### config.mk
export PLATFORM = sky130hd
export DESIGN_NAME = pll_retune_seq
export DESIGN_NICKNAME = d
export VERILOG_FILES = /design/src/rtl/pll_retune_seq.sv
export SDC_FILE = /design/constraint.sdc
export NUM_CORES = 1
export LEC_CHECK = 0
export BUFFER_PORTS_ARGS = -buffer_cell sky130_fd_sc_hd__buf_2
export CELL_PAD_IN_SITES_DETAIL_PLACEMENT = 1
export CELL_PAD_IN_SITES_GLOBAL_PLACEMENT = 2
export CORE_MARGIN = 5
export CORE_UTILIZATION = 25
export CTS_BUF_LIST = sky130_fd_sc_hd__clkbuf_4
export DETAILED_ROUTE_END_ITERATION = 16
export GPL_TIMING_DRIVEN = 0
export PLACE_DENSITY_LB_ADDON = 0.1
export SLEW_MARGIN = 0
export SYNTH_ARGS = -nofsm -noshare
export SYNTH_HDL_FRONTEND = slang
export SYNTH_SLANG_ARGS = --single-unit
export TNS_END_PERCENT = 10
### constraint.sdc
create_clock -name clk -period 1.9 [get_ports clk]
set_input_delay 0.095 -clock clk [delete_from_list [all_inputs] [get_ports clk]]
set_output_delay 0.095 -clock clk [all_outputs]
set_load 0.01 [all_outputs]
### src/rtl/pll_retune_seq.sv
module pll_retune_seq #(
  parameter int          CLK_HZ   = 100_000_000,
  parameter int          LOCK_US  = 100,
  parameter int          BAND_W   = 4,
  parameter logic [31:0] RATE_THR = 32'd500_000_000
) (
  input  logic              clk,
  input  logic              rst_n,
  input  logic              start,
  input  logic [31:0]       rate,
  input  logic [4:0]        in_div,
  input  logic [6:0]        fb_div,
  input  logic [1:0]        out_div,
  input  logic [BAND_W-1:0] band,
  input  logic              bypass,
  input  logic              pll_lock,
  input  logic              pll_err,
  output logic [31:0]       ctrl_word,
  output logic              ifdiv_sel,
  output logic              busy,
  output logic              done,
  output logic [1:0]        result
);
  localparam int WAIT_CYC = (CLK_HZ / 1_000_000) * LOCK_US;
  localparam int CNT_W    = $clog2(WAIT_CYC + 1);
  localparam int TOP_W    = 32 - 20 - BAND_W;
  localparam logic [1:0] ST_IDLE = 2'd0, ST_PREP = 2'd1, ST_WAIT = 2'd2;
  localparam logic [1:0] RES_OK = 2'b00, RES_TMO = 2'b01, RES_ERR = 2'b10;

  logic [1:0]        st;
  logic [CNT_W-1:0]  cnt;
  logic [4:0]        id_q;
  logic [6:0]        fb_q;
  logic [1:0]        od_q;
  logic [BAND_W-1:0] band_q;
  logic              byp_q, big_q;
  logic [31:0]       new_word;

  assign new_word = {{TOP_W{1'b0}}, band_q, 4'b0000, fb_q, id_q, od_q, 2'b00};
  assign busy     = (st != ST_IDLE);

  always_ff @(posedge clk) begin
    if (!rst_n) begin
      st <= ST_IDLE;
      cnt <= '0;
      id_q <= '0;
      fb_q <= '0;
      od_q <= '0;
      band_q <= '0;
      byp_q <= 1'b0;
      big_q <= 1'b0;
      ctrl_word <= 32'h0000_0001;
      ifdiv_sel <= 1'b0;
      done <= 1'b0;
      result <= RES_OK;
    end else begin
      done <= 1'b0;
      case (st)
        ST_IDLE: if (start) begin
          id_q <= in_div;
          fb_q <= fb_div;
          od_q <= out_div;
          band_q <= band;
          byp_q <= bypass;
          big_q <= (rate > RATE_THR);
          if (rate > RATE_THR) ifdiv_sel <= 1'b1;
          st <= ST_PREP;
        end
        ST_PREP: begin
          ctrl_word <= byp_q ? (ctrl_word | 32'h0000_0002) : new_word;
          cnt <= '0;
          st <= ST_WAIT;
        end
        ST_WAIT: begin
          if (cnt == CNT_W'(WAIT_CYC - 1)) begin
            done <= 1'b1;
            st <= ST_IDLE;
            if (!pll_lock) result <= RES_TMO;
            else if (pll_err) result <= RES_ERR;
            else begin
              result <= RES_OK;
              if (!big_q) ifdiv_sel <= 1'b0;
            end
          end else begin
            cnt <= cnt + 1'b1;
          end
        end
        default: st <= ST_IDLE;
      endcase
    end
  end


  done_pulse_chk: assert property (@(posedge clk) disable iff (!rst_n)
    done |=> !done);

  done_idle_chk: assert property (@(posedge clk) disable iff (!rst_n)
    done |-> !busy);

  result_hold_chk: assert property (@(posedge clk) disable iff (!rst_n)
    !done |-> $stable(result));

  ifdiv_first_chk: assert property (@(posedge clk) disable iff (!rst_n)
    ((ctrl_word != $past(ctrl_word)) && big_q) |-> (ifdiv_sel && $past(ifdiv_sel)));

  fail_keep_chk: assert property (@(posedge clk) disable iff (!rst_n)
    (done && result != RES_OK) |-> $stable(ifdiv_sel));

  busy_word_chk: assert property (@(posedge clk) disable iff (!rst_n)
    (st == ST_WAIT) |=> $stable(ctrl_word));
endmodule

* After elaboration in Yosys (flattened, before gate mapping)
Cells that the tools add are included.
** Operators by class
- Add/subtract/negate cells :: 1
- Magnitude comparators :: 1
- Eq/ne operators :: 10
- Mux-type cells :: 16
- Bitwise logic cells :: 1
- Reduce and logical (&&, ||, !) cells :: 11
** Operators by type and width (number)
- $gt A32 B29 Y1 const B :: 1
- $pmux W14 S2 :: 1
- $add A14 B1 Y14 const B :: 1
- $eq A14 B14 Y1 const B :: 1
- $mux W14 :: 1
- $ne A2 B2 Y1 const B :: 7
- $reduce_and A2 Y1 :: 6
- $mux W2 :: 5
- $mux W1 :: 7
- $reduce_and A7 Y1 :: 1
- $pmux W2 S3 :: 1
- $reduce_bool A2 Y1 :: 3
- $eq A2 B1 Y1 const B :: 1
- $eq A2 B2 Y1 const B :: 1
- $logic_not A2 Y1 :: 1
- $pmux W1 S2 :: 1
- $not A1 Y1 :: 1
** Word-level totals
- Register bits :: 60
- Bits of input ports :: 56
- Output and inout port bits :: 37
- Word-level logic and storage cells :: 53

* Depth between registers and ports, before layout
Gate-level depths: netlist of the first run.
- Word-level depth :: 5
- Gate-level depth with buffers :: 8
- Depth with buffers taken out :: 6

* Worst setup path after synthesis of the first run
No wires, ideal clock.
- Path kind :: register to register
- Start point :: register cnt[5]
- End point :: register ifdiv_sel
- Setup time :: 0.116 ns
- Data arrival time :: 1.663 ns
- Data required time :: 1.784 ns
- Slack :: 0.121 ns
- Cell stages (with the launch flop) :: 6
- Path buffers :: 0
- Period minus slack after synthesis :: 1.779 ns
- Cell sequence :: dfxtp_1 -> or4_4 -> or3_4 -> nor2_4 -> nand2_1 -> a31o_1
** On the way
- Longest elaborated chain between the ends :: 3
** RTL lines
- start: declaration :: line 31 : logic [CNT_W-1:0] cnt;
- start signal: assignment :: line 85 : cnt <= cnt + 1'b1;
- $eq A14 B14 Y1 :: line 75 : if (cnt == CNT_W'(WAIT_CYC - 1)) begin
- $ne A2 B2 Y1 (no line)
- $reduce_and A7 Y1 (no line)
- end signal: assignment :: line 53 : ifdiv_sel <= 1'b0;
- end signal: assignment :: line 66 : if (rate > RATE_THR) ifdiv_sel <= 1'b1;
- end signal: assignment :: line 82 : if (!big_q) ifdiv_sel <= 1'b0;
- end: declaration :: line 19 : output logic ifdiv_sel,
Every way passes these cells.
A chain may end at the register's enable or synchronous reset.

* Worst setup path in the final report of the first run
Same ends and word-level chain as after synthesis.

==> metrics, run 1 <==
CTS Buf Count 9; FILL cells 1302; DRT Pass-1 Iters 4; layout net count 517; GRT overflow 0; Slew @ Worst Pin 0.649 ns; fin. max-slew vios 0; Post-Synth Adder-Cell Area 0.473%; aggregate routed wire length 8.52 mm; Leakage 1.52 nW; Synth cell types 47; number of synthesized flops with an enable pin 0; status completed; final worst-path cycle share 96.7%; Die Footprint 12700 um^2; Placement Setup Slack -0.358 ns; Synth Area in Compound Gates 16.1%; post-synthesis mux area share 0.757%; # setup viols final 0; CTS tree done; Post-Syn Instances 339; clock slew at reported path FFs 0.11 ns; WL/cell 14.2 um; crit path kind flip-flop to flip-flop; Layout area overhead 37.1%; Setup crit start cnt[5]; Remaining DRCs 0; Clock Path Buffers 2; register area 1210 um^2; worst reg2reg path startpoint cnt[5]; Setup WS post-layout 0.0622 ns; Core Util, Final 35.1%; root buf cell clkbuf_4; Fin. Hold Viols 0; register bit count reported by yosys 60; die height 113 um; GRT Overall Usage 13.9%; 1st-iter DRT viols 119; Placed Area 3260 um^2; hold path cells 3; via count 2717; power per cell area 665 nW/um^2; maximum vdd ir drop 0.000202 V; Synth async-reset ratio 0%; initial antenna violation count 1; number of max-cap violations 0; routability cong. 0.751; skew final 0.0146 ns; clock sinks 60; die width 113 um; cell area after layout 3630 um^2; clock insertion delay at the later pin of the skew report 0.41 ns; vias in the first global route 2868; placed cells 566; number of H-tree levels 3; Final Non-Filler Cells 601; first-pass GRT wire length 14.2 mm; Min-Delay Path Class input pin to flip-flop; register area share after synthesis 45.4%; Slew headroom 56.7%; Port-buffer cells 80; Warnings, synthesis 0; HP Start start; Rows 37; Initial Util 25.6%; Final HPWL DP 6.29 mm; Antenna Nets Post-Route 0; XOR/XNOR Fraction of Synth Area 0%; Via density 4.52; startpoint types flip-flop; Achievable Freq 544 MHz; largest family of logic cells by synthesized area simple AND/OR/NAND/NOR gates; io pins 93; RSZ-0062 raised after global routing false; Worst EP arrival 2.15 ns; largest net degree at the start of global routing 11; worst-path fanout max 5; core area 10300 um^2; Post-Synth Simple-Gate Area 30.5%; syn_area_per_cell 7.80 um^2; worst-case reg-to-reg path depth 5; Synth Cell Area 2650 um^2; area of the multi-input gates 1350 um^2; Total Power 2.41 mW; worst path required time 2.21 ns; share of cells above drive strength 1 28.0%; top_reg_cell synth dfxtp_1; Final min period 1.84 ns; crit path capture type flip-flop
==> cells in the mapped netlist (2+ instances only) <==
master / n / area [um^2]
nand2_1: 93 / 349
dfxtp_1: 60 / 1200
a21oi_1: 45 / 225
clkbuf_1: 15 / 56.3
nor2_1: 15 / 56.3
buf_4: 12 / 90.1
o21ai_0: 12 / 60.1
nand3_1: 10 / 50.1
and3_1: 8 / 50.1
nor3_1: 7 / 35.0
nand4_1: 5 / 31.3
a32oi_1: 4 / 35.0
inv_1: 4 / 15.0
a31oi_1: 3 / 18.8
and2_1: 3 / 18.8
nand2b_1: 3 / 18.8
a211oi_1: 2 / 15.0
and4b_1: 2 / 20.0
buf_2: 2 / 10.0
mux2i_1: 2 / 20.0
nand4b_1: 2 / 17.5
nor4_1: 2 / 12.5
o21a_1: 2 / 15.0
or2_2: 2 / 12.5
or4_1: 2 / 15.0
==> cells in the final DEF, fill, tap and decap left out, types with 2 or more instances in the layout <==
cell type | synthesis | layout
nand2_1 | 93 | 93
buf_2 | 2 | 82
dfxtp_1 | 60 | 56
a21oi_1 | 45 | 45
dlygate4sd3_1 | 0 | 22
nor2_1 | 15 | 13
buf_4 | 12 | 13
o21ai_0 | 12 | 12
conb_1 | 1 | 12
nand3_1 | 10 | 9
clkbuf_4 | 0 | 9
and3_1 | 8 | 8
clkbuf_1 | 15 | 7
nor3_1 | 7 | 7
nand4_1 | 5 | 5
inv_1 | 4 | 4
clkbuf_2 | 0 | 4
a32oi_1 | 4 | 4
clkinv_1 | 1 | 3
nand2b_1 | 3 | 3
and2_1 | 3 | 3
a31oi_1 | 3 | 3
dfxtp_2 | 0 | 3
nor2_4 | 1 | 2
nand4b_1 | 2 | 2
nor4_4 | 0 | 2
and4b_1 | 2 | 2
mux2i_1 | 2 | 2
or4_1 | 2 | 2
a211oi_1 | 2 | 2
o21a_1 | 2 | 2
clkinv_2 | 0 | 2
clkinvlp_4 | 0 | 2
==> report_power, final <==
part           internal [mW]  total, mW  switching [mW]
combinational          0.155      0.357           0.202
sequential              1.30       1.33          0.0244
clock                  0.248      0.728           0.481
total                   1.70       2.41           0.707
==> kinds of logic (layout without fill, tap and decap cells) <==
logic type | after synthesis | after routing
other | 1 | 13
muxes | 2 | 2
AOI/OAI and AO/OA | 74 | 74
adders and majority gates | 1 | 1
DFF | 60 | 60
and+or+nand+nor | 167 | 167
buffers and inverters | 34 | 148
==> per-layer routing <==
layer / global-route usage (%) / share of wire [%] / vias up
li1: - / - / 1393
met1: 17.8 / 46 / 1237
met2: 22.5 / 45 / 78
met3: 4.01 / 6.9 / 9
met4: 4.81 / 1.3 / 0
met5: 0 / 0 / -
==> final cells by class <==
class / instances / area share, %
clock inverter: 6 / 0.897
tap: 136 / 4.69
sequential: 60 / 33.3
multi-input combinational: 256 / 37.3
buffer: 25 / 4.04
inverter: 5 / 0.518
timing repair buffer: 103 / 17.3
clock buffer: 9 / 1.86
antenna: 1 / 0.0690
==> through the flow <==
stage          hold WS, ns  setup TNS [ns]
2_1_floorplan        0.191               0
3_5_place_dp         0.310           -6.08
5_1_grt              0.165               0
6_report             0.139               0
4_1_cts              0.141         -0.0345
3_3_place_gp         0.313           -5.74
==> state kept, by name, indices dropped and copies added, names as in the netlist <==
name       cells
ctrl_word     20
cnt           14
fb_q           7
id_q           5
band_q         4
od_q           2
result         2
st             2
big_q          1
byp_q          1
done           1
ifdiv_sel      1
==> final timing paths <==
path / endpoint / slack, ns
setup reg to reg: ifdiv_sel / 0.06
hold / removal: big_q / 0.14
setup / recovery: ifdiv_sel / 0.06
hold reg to reg: ctrl_word[11] / 0.45
==> worst max-delay path, stage by stage (launching register included) <==
cell     delay (ns)
dfxtp_4        0.37
or4_4          0.57
or3_4          0.37
nor2_4         0.13
nand2_1        0.08
a31o_1         0.22
==> timing repair <==
item	in CTS	in global routing
buffers inserted	0	1
resized for setup	8	11
endpoints found under the setup margin	27	25
hold endpoints to repair	22	0
hold buffers	22	0
pin swaps	0	4
(Power assumes the default switching activity.)
==> run 2: changes to the inputs <==
Settings changed: ABC_AREA from default to 1.
==> run 2 against run 1 <==
Via count grew 5.0%. Non-clock buffer count decreased by 4. Critical path type unchanged. Critical path depth up 7. Combinational power grew 25%. Die area increased by 5.7%. Core utilization down 0.81 points. First-iteration DRC count decreased by 23%. Final area increased by 3.5%. Largest power group unchanged. Wire length decreased by 0.50%. Global-route usage fell by 0.60 points. Sequential cell count unchanged.
==> metrics, run 2 <==
XOR/XNOR Fraction of Synth Area 0%; crit path kind flip-flop to flip-flop; GRT Overall Usage 13.3%; Leakage 1.82 nW; share of cells above drive strength 1 26.7%; Rows 38; maximum vdd ir drop 0.000368 V; RSZ-0062 raised after global routing false; most frequent cells in the layout nor2_1, buf_2, dfxtp_1, nand2_1, o21ai_0; Hold Slack 0.0402 ns; worst-path fanout max 9; final worst-path cycle share 89.1%; Slew @ Worst Pin 0.622 ns; status completed; initial antenna violation count 0; fin. max-slew vios 0; post-synthesis mux area share 0%; most common cell in the netlist nor2_1; Remaining DRCs 0; first-pass GRT wire length 14.0 mm; commonest cells in the netlist nor2_1, dfxtp_1, nand2_1, o21ai_0, inv_1; Achievable Freq 591 MHz; biggest regs ctrl_word x20, cnt x14, fb_q x7; max layer used met4; Setup crit start cnt[0]; Port-buffer cells 79; wl on met1 3.95 mm; routability cong. 0.784; top_reg_cell synth dfxtp_1; clock slew at reported path FFs 0.11 ns; Die Footprint 13500 um^2; Area contributors post-synth dfxtp_1, nor2_1, o21ai_0, nand2_1, inv_1; WL/cell 12.7 um; DRT Pass-1 Iters 4; Total Power 2.73 mW; clock insertion delay at the later pin of the skew report 0.41 ns; # setup viols final 0; die width 116 um; core area 10900 um^2; Post-Syn Instances 403; root buf cell clkbuf_4; Fin. Hold Viols 0; startpoint types flip-flop; 1st-iter DRT viols 92; Layout area overhead 33.5%; commonest non-fill, non-tap cell in the layout nor2_1; Slew headroom 58.5%; largest net degree at the start of global routing 11; Antenna Nets Post-Route 0; Clock Path Buffers 2; register area share after synthesis 42.7%; number of synthesized flops with an enable pin 0; Min-Delay Path Class input pin to flip-flop; worst path required time 2.22 ns; Synth cell types 29; syn_area_per_cell 6.97 um^2; GRT overflow 0; post-synth top area share 42.7%; clock sinks 60; Post-Synth Adder-Cell Area 0.445%; register bit count reported by yosys 60; via count 2852; CTS tree done; aggregate routed wire length 8.48 mm; FILL cells 1426; die height 116 um; Final min period 1.69 ns; vias in the first global route 2936; Synth async-reset ratio 0%; largest family of logic cells by synthesized area simple AND/OR/NAND/NOR gates; Via density 4.26; Placement Setup Slack 0.227 ns; Inserted Diodes 0; io pins 93; Sum Neg Setup Slack 0 ns; max reg flops 20; number of H-tree levels 3; power per cell area 727 nW/um^2; skew final 0.0168 ns; post-cts gate resize count 0; Reg with most FFs ctrl_word; HP Start pll_err; Post-Synth Simple-Gate Area 32.9%; number of max-cap violations 0; largest area contributor in the netlist dfxtp_1; Synth Area in Compound Gates 12.6%; Worst EP arrival 2.01 ns; Post-CTS Repair Setup Buffers 0; Warnings, synthesis 0; Synth Cell Area 2810 um^2; met3 wire length 491 um; CTS Buf Count 9; layout net count 581; Final HPWL DP 6.35 mm; worst reg2reg path startpoint cnt[0]; Initial Util 25.7%; met2 WL 3.94 mm; Setup WS post-layout 0.207 ns; crit path capture type flip-flop
==> run 2: final timing paths <==
| path | depth (start not counted) | slack (ns) | end |
|---|---|---|---|
| worst max-delay path | 12 | 0.21 | cnt[9] |
| worst min-delay path | 5 | 0.04 | result[1] |
| worst max register to register | 12 | 0.21 | cnt[9] |
| worst min register to register | 2 | 0.46 | ifdiv_sel |
==> run 2: cells by family after synthesis <==
group / Yosys count
buffers and inverters: 64
AND/OR/NAND/NOR: 212
flip-flops: 60
other: 1
adder cells (fa/ha/maj): 1
AO/OA/AOI/OAI: 65
==> run 2: metal layers <==
layer	track usage, %	up-vias
met5	0	-
met4	3.87	0
met3	4.39	9
met2	22.0	64
met1	16.6	1285
li1	-	1494
==> run 2: through the flow <==
| stage | cell area [um^2] | utilization (%) | std cells |
|---|---|---|---|
| 3_3_place_gp | 3420 | 31.3 | 633 |
| 6_report | 3750 | 34.3 | 669 |
| 3_5_place_dp | 3420 | 31.3 | 633 |
| 5_1_grt | 3750 | 34.3 | 669 |
| 4_1_cts | 3750 | 34.3 | 669 |
| 2_1_floorplan | 2850 | - | 414 |
==> run 2: final cells by class <==
cell class,count,area [um^2],area share (%)
Clock inverter,6,55.1,1.47
Multi-Input combinational cell,290,1340,35.6
Buffer,25,153,4.07
Sequential cell,60,1200,32.0
Inverter,39,160,4.27
Clock buffer,10,75.1,2.00
Tap cell,140,175,4.67
Timing Repair Buffer,99,596,15.9
==> run 2: power by group <==
group	internal (mW)	total (mW)	switching [mW]
sequential	1.34	1.38	0.0395
clock	0.403	0.904	0.501
combinational	0.191	0.448	0.257
==> run 2: worst max-delay path, stage by stage (launching register included) <==
cell and delay, ns:
dfxtp_1 0.39, ha_1 0.20, nand2_2 0.10, inv_2 0.10, nand2_1 0.10, nor2_2 0.14, nand2_2 0.07, nand2_4 0.09
nand2_8 0.10, nand3_1 0.13, nand2_1 0.07, nand2_1 0.06, nor2_1 0.04
==> run 2: repair_timing <==
action | in CTS | in global routing
hold buffers | 20 | 0
endpoints found under the setup margin | 0 | 0
hold endpoints to repair | 20 | 0
==> run 3: changes to the inputs <==
Settings changed: CORE_MARGIN 5 to 3.
==> run 3 against run 2 <==
Cell count decreased by 0.15%. Worst hold slack improved by 0.0060 ns. Fmax decreased by 0.87%. Critical path type unchanged. Largest power group unchanged.
==> metrics, run 3 (synthesis gave the netlist of run 2 again) <==
Final min period 1.71 ns; Remaining DRCs 0; vias in the first global route 2937; Min-Delay Path Class input pin to flip-flop; Hold Slack 0.0462 ns; power per cell area 691 nW/um^2; via count 2883; Placement Setup Slack 0.226 ns; skew final 0.0215 ns; final worst-path cycle share 89.9%; WL/cell 12.3 um; CTS tree done; die height 112 um; hold path cells 5; Reg power frac 53.5%; Initial Util 25.7%; # setup viols final 0; layout net count 581; startpoint types flip-flop; Placed Area 3420 um^2; Worst EP arrival 2.02 ns; number of H-tree levels 3; Hold Path Sink result[1]; DRT Pass-1 Iters 4; die width 112 um; 1st-iter DRT viols 78; root buf cell clkbuf_4; cell area after layout 3720 um^2; initial antenna violation count 0; HP Start pll_err; Sum Neg Setup Slack 0 ns; GRT Overall Usage 13.8%; worst-case reg-to-reg path depth 12; clock sinks 60; Final HPWL DP 6.12 mm; most frequent cells in the layout nor2_1, buf_2, dfxtp_1, nand2_1, o21ai_0; Rows 38; Die Footprint 12500 um^2; Via density 4.32; first-pass GRT wire length 14.0 mm; maximum vdd ir drop 0.000236 V; switching share of power 30.9%; worst-path fanout max 9; worst path required time 2.21 ns; hold buffer count at CTS 20; Total Power 2.57 mW; post-cts gate resize count 0; max reg flops 20; status completed; io pins 93; Slew @ Worst Pin 0.656 ns; Achievable Freq 586 MHz; switching pwr 0.796 mW; routability cong. 0.793; GRT overflow 0; Leakage 1.80 nW; placed cells 633; Comb power frac 17.3%; Inserted Diodes 0; internal power 1.78 mW; core area 10900 um^2; Clock Path Buffers 2; Slew headroom 56.2%; biggest regs ctrl_word x20, cnt x14, fb_q x7; share of cells above drive strength 1 26.5%; CTS Buf Count 9; clock insertion delay at the later pin of the skew report 0.41 ns; Port-buffer cells 79; Clock power frac 29.2%; worst r2r dst cnt[9]; crit path capture type flip-flop; clock slew at reported path FFs 0.11 ns; FILL cells 1436; flop-to-flop setup slack 0.19 ns; Layout area overhead 32.5%; fin. max-slew vios 0; commonest non-fill, non-tap cell in the layout nor2_1; Fin. Hold Viols 0; Setup WS post-layout 0.193 ns; Core Util, Final 34.0%; aggregate routed wire length 8.23 mm; Final Non-Filler Cells 668; worst reg2reg path startpoint cnt[0]; Reg with most FFs ctrl_word; Post-CTS Repair Setup Buffers 0; largest net degree at the start of global routing 11; number of max-cap violations 0; RSZ-0062 raised after global routing false; Antenna Nets Post-Route 0; crit path kind flip-flop to flip-flop
run 3: cell types whose count changed in the layout (fill, tap and decap cells not counted):
cell / before / now
bufinv_16: 1 / 0
clkbuf_4: 10 / 9
clkinvlp_4: 1 / 2
run 3: power groups by stage:
stage	Clock, mW	Sequential, mW	Combinational [mW]
final	0.750	1.38	0.446
after floorplan	0	1.42	0.239
after detailed placement	0	1.41	0.421
after CTS	0.803	1.38	0.454
after global routing	0.862	1.39	0.513
after global placement	0	1.40	0.416
run 3: cell type report:
type	count	area, um^2	share of cell area (%)
multi-input cells	290	1340	35.9
well taps	140	175	4.71
plain buffers	25	153	4.10
clock buffers	9	67.6	1.82
clock inverters	6	32.5	0.874
inverters	39	160	4.30
repair buffers	99	596	16.0
flip-flops and latches	60	1200	32.3
run 3: critical path: stages, from the launching register on:
cell and delay [ns]:
dfxtp_1 0.40, ha_1 0.20, nand2_2 0.10, inv_2 0.10
nand2_1 0.10, nor2_2 0.15, nand2_2 0.08, nand2_4 0.09
nand2_8 0.10, nand3_1 0.13, nand2_1 0.07, nand2_1 0.06
nor2_1 0.04
run 3: layer usage:
| metal | GRT usage [%] | vias up | part of all wire (%) |
|---|---|---|---|
| met1 | 18.2 | 1320 | 49 |
| met3 | 3.61 | 9 | 4.5 |
| met2 | 22.4 | 60 | 45 |
| met5 | 0 | - | 0 |
| li1 | - | 1494 | - |
| met4 | 4.33 | 0 | 1.3 |
run 3: how the worst max path moves through the flow:
stage	startpoint	end	slack, ns	cells past startpoint
2_1_floorplan	cnt[1]	cnt[9]	0.45	12
3_3_place_gp	cnt[0]	cnt[9]	0.23	12
3_5_place_dp	cnt[1]	cnt[9]	0.23	12
4_1_cts	cnt[0]	cnt[9]	0.20	12
5_1_grt	cnt[0]	cnt[9]	0.006	12
6_report	cnt[0]	cnt[9]	0.19	12
